`src/rtl/i2c_bytebuf_pkg.sv`:
```
package i2c_bytebuf_pkg;
    localparam int ADDR_W   = 2;
    localparam int DATA_W   = 8;

    localparam logic [ADDR_W-1:0] A_TXDATA = 2'd0;
    localparam logic [ADDR_W-1:0] A_RXDATA = 2'd1;
    localparam logic [ADDR_W-1:0] A_STATUS = 2'd2;

    localparam int ST_TXERR  = 7;
    localparam int ST_TXEMP  = 5;
    localparam int ST_RXERR  = 3;
    localparam int ST_FLUSH  = 2;
    localparam int ST_RXFULL = 0;

    typedef enum logic {
        HB_EMPTY = 1'b0,
        HB_FULL  = 1'b1
    } hold_state_t;
endpackage

```
`src/rtl/i2c_bytebuf_txhold.sv`:
```
module i2c_bytebuf_txhold
    import i2c_bytebuf_pkg::*;
#(
    parameter int W = 8
) (
    input  logic         clk,
    input  logic         rst_n,
    input  logic         wr,
    input  logic [W-1:0] wdata,
    input  logic         take,
    input  logic         flush,
    output logic         empty,
    output logic [W-1:0] hold,
    output logic         werr_set,
    output logic         irq_flag
);
    hold_state_t state_q, state_d;
    logic [W-1:0] hold_q;
    logic         irq_q;
    logic         store;

    always_ff @(posedge clk or negedge rst_n) begin
        if (!rst_n) state_q <= HB_EMPTY;
        else        state_q <= state_d;
    end

    always_comb begin
        state_d = state_q;
        unique case (state_q)
            HB_EMPTY: if (!flush && wr) state_d = HB_FULL;
            HB_FULL: begin
                if (flush)      state_d = HB_EMPTY;
                else if (wr)    state_d = HB_FULL;
                else if (take)  state_d = HB_EMPTY;
            end
            default: state_d = HB_EMPTY;
        endcase
    end

    always_comb begin
        store    = !flush && wr && ((state_q == HB_EMPTY) || take);
        werr_set = wr && (state_q == HB_FULL) && !take;
        empty    = (state_q == HB_EMPTY);
        hold     = hold_q;
        irq_flag = irq_q;
    end

    always_ff @(posedge clk or negedge rst_n) begin
        if (!rst_n) begin
            hold_q <= '0;
            irq_q  <= 1'b0;
        end else begin
            if (store) hold_q <= wdata;
            if (flush || wr)                        irq_q <= 1'b0;
            else if (take && state_q == HB_FULL)    irq_q <= 1'b1;
        end
    end

    assert_take_empties_R3: assert property (@(posedge clk) disable iff (!rst_n)
        (state_q == HB_FULL && take && !wr && !flush) |=> empty);
    assert_write_wins_R3: assert property (@(posedge clk) disable iff (!rst_n)
        (state_q == HB_FULL && take && wr && !flush) |=> (!empty && hold_q == $past(wdata)));
    assert_full_keeps_byte_R4: assert property (@(posedge clk) disable iff (!rst_n)
        (werr_set && !flush) |=> ($stable(hold_q) && !empty));
    assert_flush_tx_R9: assert property (@(posedge clk) disable iff (!rst_n)
        flush |=> (empty && !irq_q));
endmodule

```
`src/rtl/i2c_bytebuf_rxhold.sv`:
```
module i2c_bytebuf_rxhold
    import i2c_bytebuf_pkg::*;
#(
    parameter int W = 8
) (
    input  logic         clk,
    input  logic         rst_n,
    input  logic         load,
    input  logic [W-1:0] ldata,
    input  logic         rd,
    input  logic         flush,
    output logic         full,
    output logic [W-1:0] hold,
    output logic         rerr_set,
    output logic         overflow,
    output logic         irq_flag
);
    hold_state_t state_q, state_d;
    logic [W-1:0] hold_q;
    logic         irq_q;
    logic         capture;

    always_ff @(posedge clk or negedge rst_n) begin
        if (!rst_n) state_q <= HB_EMPTY;
        else        state_q <= state_d;
    end

    always_comb begin
        state_d = state_q;
        unique case (state_q)
            HB_EMPTY: if (!flush && load) state_d = HB_FULL;
            HB_FULL:  if (flush || rd)    state_d = HB_EMPTY;
            default:  state_d = HB_EMPTY;
        endcase
    end

    always_comb begin
        capture  = !flush && load && (state_q == HB_EMPTY);
        rerr_set = rd && (state_q == HB_EMPTY);
        overflow = load && (state_q == HB_FULL);
        full     = (state_q == HB_FULL);
        hold     = hold_q;
        irq_flag = irq_q;
    end

    always_ff @(posedge clk or negedge rst_n) begin
        if (!rst_n) begin
            hold_q <= '0;
            irq_q  <= 1'b0;
        end else begin
            if (capture) hold_q <= ldata;
            if (flush)                         irq_q <= 1'b0;
            else if (capture)                  irq_q <= 1'b1;
            else if (rd && state_q == HB_FULL) irq_q <= 1'b0;
        end
    end

    assert_drop_keeps_byte_R7: assert property (@(posedge clk) disable iff (!rst_n)
        (overflow && !rd && !flush) |=> (full && $stable(hold_q)));
    assert_read_empties_R5: assert property (@(posedge clk) disable iff (!rst_n)
        (full && rd) |=> !full);
    assert_flush_rx_R9: assert property (@(posedge clk) disable iff (!rst_n)
        flush |=> (!full && !irq_q));
endmodule

```
`src/rtl/i2c_bytebuf_errflags.sv`:
```
module i2c_bytebuf_errflags (
    input  logic clk,
    input  logic rst_n,
    input  logic set_tx,
    input  logic set_rx,
    input  logic clr_tx,
    input  logic clr_rx,
    output logic tx_err,
    output logic rx_err,
    output logic nack
);
    logic tx_q, rx_q;

    always_ff @(posedge clk or negedge rst_n) begin
        if (!rst_n) begin
            tx_q <= 1'b0;
            rx_q <= 1'b0;
        end else begin
            if (set_tx)      tx_q <= 1'b1;
            else if (clr_tx) tx_q <= 1'b0;
            if (set_rx)      rx_q <= 1'b1;
            else if (clr_rx) rx_q <= 1'b0;
        end
    end

    always_comb begin
        tx_err = tx_q;
        rx_err = rx_q;
        nack   = tx_q | rx_q;
    end

    assert_txerr_sticky_R4: assert property (@(posedge clk) disable iff (!rst_n)
        (tx_q && !clr_tx) |=> tx_q);
    assert_rxerr_sticky_R6: assert property (@(posedge clk) disable iff (!rst_n)
        (rx_q && !clr_rx) |=> rx_q);
    assert_err_nacks_R8: assert property (@(posedge clk) disable iff (!rst_n)
        (set_tx || set_rx) |=> nack);
endmodule

```
`src/rtl/i2c_bytebuf.sv`:
```
module i2c_bytebuf
    import i2c_bytebuf_pkg::*;
(
    input  logic              clk,
    input  logic              rst_n,
    input  logic [ADDR_W-1:0] bus_addr,
    input  logic              bus_wr,
    input  logic              bus_rd,
    input  logic [DATA_W-1:0] bus_wdata,
    output logic [DATA_W-1:0] bus_rdata,
    output logic              shf_tx_valid,
    output logic [DATA_W-1:0] shf_tx_byte,
    input  logic              shf_tx_take,
    input  logic              shf_rx_load,
    input  logic [DATA_W-1:0] shf_rx_byte,
    output logic              rx_overflow,
    output logic              nack_req,
    output logic              dma_tx_req,
    output logic              dma_rx_req,
    input  logic              tx_ie,
    input  logic              rx_ie,
    output logic              tx_irq,
    output logic              rx_irq
);
    logic wr_tx, rd_rx, wr_st, flush;
    logic clr_txerr, clr_rxerr;
    logic tx_empty, rx_full, werr_set, rerr_set;
    logic tx_err, rx_err, tx_flag, rx_flag;
    logic [DATA_W-1:0] tx_hold, rx_hold, status;

    always_comb begin
        wr_tx     = bus_wr && (bus_addr == A_TXDATA);
        rd_rx     = bus_rd && (bus_addr == A_RXDATA);
        wr_st     = bus_wr && (bus_addr == A_STATUS);
        flush     = wr_st && bus_wdata[ST_FLUSH];
        clr_txerr = wr_st && !bus_wdata[ST_TXERR];
        clr_rxerr = wr_st && !bus_wdata[ST_RXERR];
    end

    i2c_bytebuf_txhold #(.W(DATA_W)) u_tx (
        .clk(clk), .rst_n(rst_n), .wr(wr_tx), .wdata(bus_wdata),
        .take(shf_tx_take), .flush(flush), .empty(tx_empty),
        .hold(tx_hold), .werr_set(werr_set), .irq_flag(tx_flag)
    );

    i2c_bytebuf_rxhold #(.W(DATA_W)) u_rx (
        .clk(clk), .rst_n(rst_n), .load(shf_rx_load), .ldata(shf_rx_byte),
        .rd(rd_rx), .flush(flush), .full(rx_full), .hold(rx_hold),
        .rerr_set(rerr_set), .overflow(rx_overflow), .irq_flag(rx_flag)
    );

    i2c_bytebuf_errflags u_err (
        .clk(clk), .rst_n(rst_n), .set_tx(werr_set), .set_rx(rerr_set),
        .clr_tx(clr_txerr), .clr_rx(clr_rxerr),
        .tx_err(tx_err), .rx_err(rx_err), .nack(nack_req)
    );

    always_comb begin
        status            = '0;
        status[ST_TXERR]  = tx_err;
        status[ST_TXEMP]  = tx_empty;
        status[ST_RXERR]  = rx_err;
        status[ST_RXFULL] = rx_full;
        unique case (bus_addr)
            A_RXDATA: bus_rdata = rx_hold;
            A_STATUS: bus_rdata = status;
            default:  bus_rdata = '0;
        endcase
        shf_tx_valid = !tx_empty;
        shf_tx_byte  = tx_hold;
        dma_tx_req   = tx_empty;
        dma_rx_req   = rx_full;
        tx_irq       = tx_flag & tx_ie;
        rx_irq       = rx_flag & rx_ie;
    end

    assert_flush_reads_zero_R9: assert property (@(posedge clk) disable iff (!rst_n)
        (bus_addr == A_STATUS) |-> !bus_rdata[ST_FLUSH]);
    assert_dma_rx_R10: assert property (@(posedge clk) disable iff (!rst_n)
        (shf_rx_load && !dma_rx_req && !flush) |=> dma_rx_req);
endmodule

```
`config.mk`:
```
export PLATFORM = sky130hd
export DESIGN_NAME = i2c_bytebuf
export DESIGN_NICKNAME = d
export VERILOG_FILES = /design/src/rtl/i2c_bytebuf_pkg.sv /design/src/rtl/i2c_bytebuf_txhold.sv /design/src/rtl/i2c_bytebuf_rxhold.sv /design/src/rtl/i2c_bytebuf_errflags.sv /design/src/rtl/i2c_bytebuf.sv
export SDC_FILE = /design/constraint.sdc
export NUM_CORES = 1
export LEC_CHECK = 0
export CORE_MARGIN = 1.5
export CORE_UTILIZATION = 40
export CTS_CLUSTER_DIAMETER = 100
export CTS_CLUSTER_SIZE = 40
export DETAILED_ROUTE_END_ITERATION = 10
export PLACE_DENSITY = 0.78
export SYNTH_ARGS = -nofsm -noshare
export SYNTH_HDL_FRONTEND = slang
export SYNTH_SLANG_ARGS = --single-unit
```
`constraint.sdc`:
```
create_clock -name clk -period 1.8 [get_ports clk]
set_input_delay 0.27 -clock clk [delete_from_list [all_inputs] [get_ports clk]]
set_output_delay 0.27 -clock clk [all_outputs]
set_load 0.02 [all_outputs]
```
==> flow_metrics.env <==
export IMPL_worst_path_stages=2
export IMPL_synth_nets=114
export IMPL_netlist_instances=85
export IMPL_switching_share_pct=28.3
export IMPL_power_density_mw_per_mm2=957
export IMPL_fin_crit_ns=1.71
export IMPL_synth_edff_count=0
export IMPL_clk_latency_ns=0.30
export IMPL_nets=173
export IMPL_crit_start="u_tx.state_q"
export IMPL_cts_inserted_buffers=3
export IMPL_crit_required_ns=1.53
export IMPL_slowest_stage="clkdlybuf4s50_1"
export IMPL_clkTransAtPathRegs_ns=0.12
export IMPL_yosys_warnings=0
export IMPL_max_stage_delay_ns=0.61
export IMPL_critPathMaxFanout=4
export IMPL_diodes=0
export IMPL_place_port_buffers=48
export IMPL_max_vdd_ir_drop_uv=573
export IMPL_coreArea_mm2=0.00250
export IMPL_dp_cells=169
export IMPL_syn2layout_area_growth_pct=58.2
export IMPL_crit_chain="inv_1 -> clkdlybuf4s50_1"
export IMPL_r2r_cells=3
export IMPL_final_common_cell="clkdlybuf4s50_1"
export IMPL_critical_path_endpoint_type="output port"
export IMPL_holdCritPathClass="input port to asynchronous set/reset pin"
export IMPL_cts_hold_buf=0
export IMPL_grt_pass1_wl_um=4060
export IMPL_rsz0062_at_grt="false"
export IMPL_cts_tree="built"
export IMPL_synth_seq_cells=22
export IMPL_synthArstFlopShare_pct=100
export IMPL_status="completed"
export IMPL_grt_usage_pct=19.5
export IMPL_clkPwrFrac_pct=23.2
export IMPL_ios=49
export IMPL_seq_power_share_pct=42.6
export IMPL_start_kind="flip-flop"
export IMPL_p_comb_share_pct=34.2
export IMPL_holdWs_ns=0.301
export IMPL_fin_cells=173
export IMPL_intPower_w=0.00116
export IMPL_netlist_area_leader_share_pct=51.7
export IMPL_clock_root_buffer="clkbuf_4"
export IMPL_ys_top_cells_by_area="dfrtp_1 52%, mux2_4 11%, mux2_2 7.4%"
export IMPL_drive_gt1_share_pct=32.2
export IMPL_hold_viol=0
export IMPL_relSlewSlack_pct=80.5
export IMPL_critPathBufInv=2
export IMPL_max_freq_mhz=583
export IMPL_dr_pass1_iters=4
export IMPL_place_ws_ns=-0.511
export IMPL_chipWidth_um=54.6
export IMPL_die_height_um=54.6
export IMPL_dp_hpwl_um=1950
export IMPL_grt_pass1_vias=925
export IMPL_wl_um=2710
export IMPL_report_final_setup_viol=0
export IMPL_finalCritPeriodShare_pct=95.3
export IMPL_grt_max_degree=23
export IMPL_ant_nets=0
export IMPL_synth_top_area_cell="dfrtp_1"
export IMPL_cpLargestDelayFamily="buffers and inverters"
export IMPL_antenna_found_initial=0
export IMPL_rows=18
export IMPL_yosysSeqAreaShare_pct=51.7
export IMPL_place_congestion=0.814
export IMPL_start_util_pct=42.6
export IMPL_clockBufferDepth=2
export IMPL_cp_data_arrival_time_ns=1.44
export IMPL_drv_cap=0
export IMPL_p_leak_nw=0.785
export IMPL_yosysUniqueCellTypes=26
export IMPL_skew_ns=0.00345
export IMPL_clock_sinks=22
export IMPL_grt_remaining_overflow=0
export IMPL_fin_util_pct=67.4
export IMPL_worst_pin_slew_ns=0.293
export IMPL_avgViaCountPerCell=5.24
export IMPL_post_cts_buffers=0
export IMPL_synth_area_per_cell_um2=12.5
export IMPL_report_final_slew_viol_count=0
export IMPL_drt_iter0_drc=22
export IMPL_dieArea_mm2=0.00298
export IMPL_r2r_start="u_rx.full"
export IMPL_netSwitchingPower_w=0.000456
export IMPL_fin_ws_ns=0.0855
export IMPL_routedWlPerCell_um=15.6
export IMPL_critPathKind="flip-flop to output port"
export IMPL_layout_common_cells="36 x clkdlybuf4s50_1, 21 x dfrtp_1, 10 x buf_4"
export IMPL_ys_flop_type="dfrtp_1"
export IMPL_syn_area_mm2=0.00106
export IMPL_drc=0
export IMPL_htreeDepth=1
export IMPL_vias=907
export IMPL_finalPower_w=0.00161
==> worst paths after layout <==
kind	end	slack (ns)
setup reg to reg	u_rx.hold[6]	0.35
hold / removal	u_tx.hold[7]	0.30
min in group clk	u_rx.hold[2]	0.52
max in group asynchronous	u_rx.full	1.25
setup / recovery	dma_tx_req	0.09
hold reg to reg	u_rx.hold[2]	0.52
==> repair_timing <==
| action | CTS | global route |
|---|---|---|
| gates resized for setup | 43 | 6 |
| endpoints found under the setup margin | 18 | 9 |
| pin swaps | 0 | 1 |
==> power groups by stage <==
stage	logic (W)	clock network (W)	registers, W
finish	0.000552	0.000374	0.000686
global route	0.000588	0.000403	0.000698
CTS	0.000553	0.000381	0.000683
detailed placement	0.000557	0	0.000691
global placement	0.000547	0	0.000684
floorplan	0.000243	0	0.000729
==> sequential cells by signal, indices dropped and copies added, names as in the netlist <==
name,flops
u_err.rx_err,1
u_tx.hold,8
u_rx.irq_flag,1
u_tx.irq_flag,1
u_tx.state_q,1
u_rx.full,1
u_rx.hold,8
u_err.tx_err,1
==> routing by layer <==
metal	vias up	track usage [%]	share of wire (%)
met5	-	0	0
met4	0	8.33	1.4
met3	4	5.19	6.2
met2	43	33.7	53
met1	446	22.5	39
li1	414	-	-
==> cell usage after synthesis, types with 2 or more instances <==
master,number
mux2_2,7
and2_1,3
buf_6,2
a22oi_1,4
and3_1,4
o21ai_0,4
nand2_1,5
dfrtp_1,22
nor2b_1,4
mux2_4,8
a21oi_1,3
ha_1,3
inv_1,3
==> final cells by class <==
class	count	area, um^2
timing repair buffer	57	519
sequential	22	552
clock inverter	1	30.0
inverter	3	11.3
multi-input combinational	57	512
clock buffer	3	22.5
tap	30	37.5
fill	183	816
==> metrics by stage <==
step	instance area [um^2]	TNS, ns
CTS	1670	0
global placement	1620	-7.45
floorplan	1060	0
detailed placement	1620	-8.58
global route	1680	0
finish	1680	0
==> cell families (layout without fill, tap and decap cells) <==
family | after synthesis | after routing | share of synthesized area (%)
flops | 22 | 22 | 51.7
fa+ha+maj | 3 | 3 | 3.53
buf+inv | 6 | 64 | 3.52
compound gates | 15 | 15 | 9.17
simple gates | 24 | 24 | 13.4
mux | 15 | 15 | 18.7
No activity file was read; power rests on OpenSTA's default activity.
